File: src/rtl/preset_counter_pkg.sv
package preset_counter_pkg;
    typedef enum logic [1:0] {
        ACT_HOLD   = 2'd0,
        ACT_INC    = 2'd1,
        ACT_PRESET = 2'd2,
        ACT_RELOAD = 2'd3
    } cnt_action_e;
endpackage

File: src/rtl/cnt_tc_detect.sv
module cnt_tc_detect #(
    parameter int WIDTH = 8
) (
    input  logic [WIDTH-1:0] count_i,
    output logic             tc_n_o
);
    always_comb begin
        tc_n_o = ~(&count_i);
    end
endmodule

File: src/rtl/cnt_action_sel.sv
module cnt_action_sel
    import preset_counter_pkg::*;
(
    input  logic        cnt_en_n_i,
    input  logic        load_en_i,
    input  logic        reload_sel_i,
    input  logic        tc_n_i,
    output cnt_action_e action_o
);
    always_comb begin
        if (load_en_i) begin
            action_o = ACT_PRESET;
        end else if (cnt_en_n_i) begin
            action_o = ACT_HOLD;
        end else if (reload_sel_i && !tc_n_i) begin
            action_o = ACT_RELOAD;
        end else begin
            action_o = ACT_INC;
        end
    end
endmodule

File: src/rtl/preset_counter.sv
module preset_counter
    import preset_counter_pkg::*;
#(
    parameter int WIDTH = 8
) (
    input  logic             clk,
    input  logic             mreset,
    input  logic             cnt_en_n,
    input  logic             load_en,
    input  logic             reload_sel,
    input  logic [WIDTH-1:0] preset_in,
    output logic [WIDTH-1:0] count_q,
    output logic             tc_n
);
    localparam logic [WIDTH-1:0] ONE = WIDTH'(1);

    typedef struct packed {
        logic [WIDTH-1:0] count;
    } cnt_state_t;

    cnt_state_t  state_d;
    cnt_state_t  state_q;
    cnt_action_e action;

    cnt_tc_detect #(.WIDTH(WIDTH)) i_tc_detect (
        .count_i (state_q.count),
        .tc_n_o  (tc_n)
    );

    cnt_action_sel i_action_sel (
        .cnt_en_n_i   (cnt_en_n),
        .load_en_i    (load_en),
        .reload_sel_i (reload_sel),
        .tc_n_i       (tc_n),
        .action_o     (action)
    );

    always_comb begin
        state_d = state_q;
        unique case (action)
            ACT_PRESET: state_d.count = preset_in;
            ACT_RELOAD: state_d.count = preset_in;
            ACT_INC:    state_d.count = state_q.count + ONE;
            default:    state_d.count = state_q.count;
        endcase
    end

    always_ff @(posedge clk or posedge mreset) begin
        if (mreset) begin
            state_q <= '0;
        end else begin
            state_q <= state_d;
        end
    end

    assign count_q = state_q.count;
endmodule

File: config.mk
export PLATFORM = sky130hd
export DESIGN_NAME = preset_counter
export DESIGN_NICKNAME = d
export VERILOG_FILES = /design/src/rtl/preset_counter_pkg.sv /design/src/rtl/cnt_tc_detect.sv /design/src/rtl/cnt_action_sel.sv /design/src/rtl/preset_counter.sv
export SDC_FILE = /design/constraint.sdc
export NUM_CORES = 1
export LEC_CHECK = 0
export ABC_AREA = 1
export BUFFER_PORTS_ARGS = -buffer_cell sky130_fd_sc_hd__buf_2
export CAP_MARGIN = 20
export CORE_AREA = 2 2 39 41
export CTS_BUF_LIST = sky130_fd_sc_hd__clkbuf_4
export CTS_CLUSTER_SIZE = 8
export DETAILED_ROUTE_END_ITERATION = 12
export DIE_AREA = 0 0 41 43
export PLACE_DENSITY = 0.7
export SYNTH_ARGS = -nofsm -noshare
export SYNTH_HDL_FRONTEND = slang
export SYNTH_HIERARCHICAL = 1
export SYNTH_SLANG_ARGS = --single-unit
File: constraint.sdc
create_clock -name clk -period 1.5 [get_ports clk]
set_input_delay 0.075 -clock clk [delete_from_list [all_inputs] [get_ports clk]]
set_output_delay 0.075 -clock clk [all_outputs]
set_load 0.005 [all_outputs]
==> flow_summary.yaml <==
layout:
  regArea_sq_um: 200
  stdcell_count: 129
  mostFrequentLayoutCells: "nand2_1 (26), buf_2 (21), inv_1 (9), buf_4 (9), dfrtp_1 (8)"
  drive_gt1_share_pct: 38.1
  multi_input_area_sq_um: 313
  design_area_sq_um: 779
  n_fill_cell: 132
  area_delta_synth_final_pct: 37.8
  largest_register_ffs: 8
  antennaDiodeCount: 0
  mostFrequentLayoutCell: "nand2_1"
  final_nets: 129
critical_path:
  crit_fanout: 6
  crit_family: "simple AND/OR/NAND/NOR gates"
  path_class: "reg -> reg"
  crit_top_cell: "nand2_1"
  crit_buf_inv: 3
  start_kind: "flip-flop"
  crit_chain: "nand2_1 > nor2_1 > nand2_1 > inv_1 > nand3_2 > nand2_2 > inv_2 > nand2_2 > inv_2 > a22oi_1 > nand2_1"
  crit_arrival_ps: 1550
  rrSetupSlack_ps: 100
  cp.depth: 11
  reg2regPathDepth: 11
  end_kind: "flip-flop"
  slowest_delay_ps: 380
  cp_slowest_cell: "dfrtp_1"
  cp.required_ps: 1640
placed_design:
  hpwl_mm: 1.09
  placed_cell_area_sq_um: 732
  gp_congestion: 0.765
  place_ws_ps: 50.3
  dp_cells: 123
  portBuffers: 21
timing:
  fin_worst_skew_ps: 3.27
  slew_violations: 0
  tightest_slew_ps: 337
  fin_crit_sh_pct: 93.6
  fin_ws_ps: 95.5
  min_period_ps: 1400
  hold_violations: 0
  rsz0062_at_grt: "no"
  relSlewSlack_pct: 77.5
  setup_violations: 0
  max_freq_ghz: 0.712
  fin_tns_setup_ps: 0
power_and_ir_drop:
  peakVddDrop_mv: 0.445
  power_density_nw_per_um2: 801
  leakage_nw: 0.418
grt:
  grt_pass1_vias: 534
  antenna_found_initial: 0
  grt_pass1_wl_mm: 2.19
  grt.overflow.total: 0
  grt_max_degree: 9
  grt_usage_pct: 18.2
synth:
  syn-cell-area_sq_um: 566
  synth_cells: 80
  synth-seq-area-share_pct: 35.4
  synth_nets: 94
  avgSynthCellArea_sq_um: 7.07
  yosysWarnings: 6
  synth-seq-cells: 8
  yosysUniqueCellTypes: 18
floorplanning:
  row_count: 14
  dieWidth_um: 41
  dieArea_sq_um: 1760
  design.portCount: 22
  start_util_pct: 40.9
  die_h_um: 43
  core-area_sq_um: 1380
status:
  status: "completed"
cts:
  cts_tree: "done"
  cts_buffers: 3
  clock_latency_ps: 250
  cts.sinks: 8
  cts.root.buffer_cell: "clkbuf_4"
  cts_resized: 0
  path_clk_slew_ps: 60
  cts.htree.levels: 1
  ctsLongestPathBuffers: 2
routing:
  routed_wl_mm: 1.38
  post_drt_via_cell_ratio: 4.97
  met2_length_um: 695
  drt_iter0_markers: 20
  top_layer: "met4"
  wl_met1_um: 580
  num_vias: 641
  post_drt_wl_per_cell_um: 10.7
  ant_nets: 0
  drc_errors: 0
  routed-wl-met3_um: 85
  drt_pass1_iterations: 4
min_path:
  hold_path_class: "in -> reg"
  holdPathStages: 3
job:
  maxCapViolCount: 0
[power by group]
| group | total, W | internal (W) | switching [W] | leakage, nW |
|---|---|---|---|---|
| Clock | 0.000167 | 0.0000917 | 0.0000750 | 0.0138 |
| Combinational | 0.000204 | 0.0000965 | 0.000108 | 0.308 |
| Sequential | 0.000253 | 0.000239 | 0.0000140 | 0.0965 |
| Total | 0.000624 | 0.000428 | 0.000197 | 0.418 |
[final timing paths]
path | to | startpoint
worst max register to register | count_q[5] | count_q[0]
min in group asynchronous | count_q[5] | mreset
worst min register to register | count_q[7] | count_q[7]
max in group asynchronous | count_q[3] | mreset
worst max-delay path | count_q[5] | count_q[0]
worst min-delay path | count_q[1] | preset_in[1]
[tightest hold or removal path, stage by stage]
cell and delay (ps):
buf_2 70, nand2_1 40, nand3_1 60
[cell usage after synthesis, drive strengths merged]
cell | number | area (sq um)
nand2 | 29 | 116
inv | 11 | 41.3
nor2 | 10 | 50.1
nand3 | 9 | 55.1
dfrtp | 8 | 200
a22oi | 5 | 37.5
o21bai | 2 | 15.0
a21oi | 1 | 5.00
buf | 1 | 11.3
ha | 1 | 12.5
o211ai | 1 | 7.51
o21ai | 1 | 5.00
xor2 | 1 | 8.76
[per-stage QoR]
stage	util (%)	power [W]	hold slack, ps
after floorplan	-	0.000363	-109
after global placement	52.9	0.000447	39.6
after detailed placement	52.9	0.000452	52.0
after CTS	55.2	0.000620	32.6
after global routing	56.3	0.000668	47.5
final	56.3	0.000624	34.0
[metal layers]
metal  GRT usage, %  vias up
li1               -      323
met1           23.9      295
met2           27.8       21
met3           3.14        2
met4           8.00        0
met5              0        -
[logic make-up (layout without fill, tap and decap cells)]
family          Yosys count  count (layout)  share of synthesized area [%]
flops                     8               8                           35.4
compound gates           10              10                           12.4
buf+inv                  12              45                           9.29
fa+ha+maj                 1               1                           2.21
xor+xnor                  1               1                           1.55
simple gates             48              48                           39.2
[repair_timing]
action | 4_1_cts | 5_1_grt
hold buffers | 1 | 0
hold endpoints to repair | 8 | 0
endpoints found under the setup margin | 0 | 6
buffers inserted | 0 | 2
[final cells by class]
cell class                 count  share of cell area [%]
tap                           16                    2.57
inverter                      11                    5.30
multi-input combinational     60                    40.1
sequential                     8                    25.7
timing repair buffer          31                    23.4
clock buffer                   3                    2.89
Note: power is estimated with default switching activity, not from simulation.
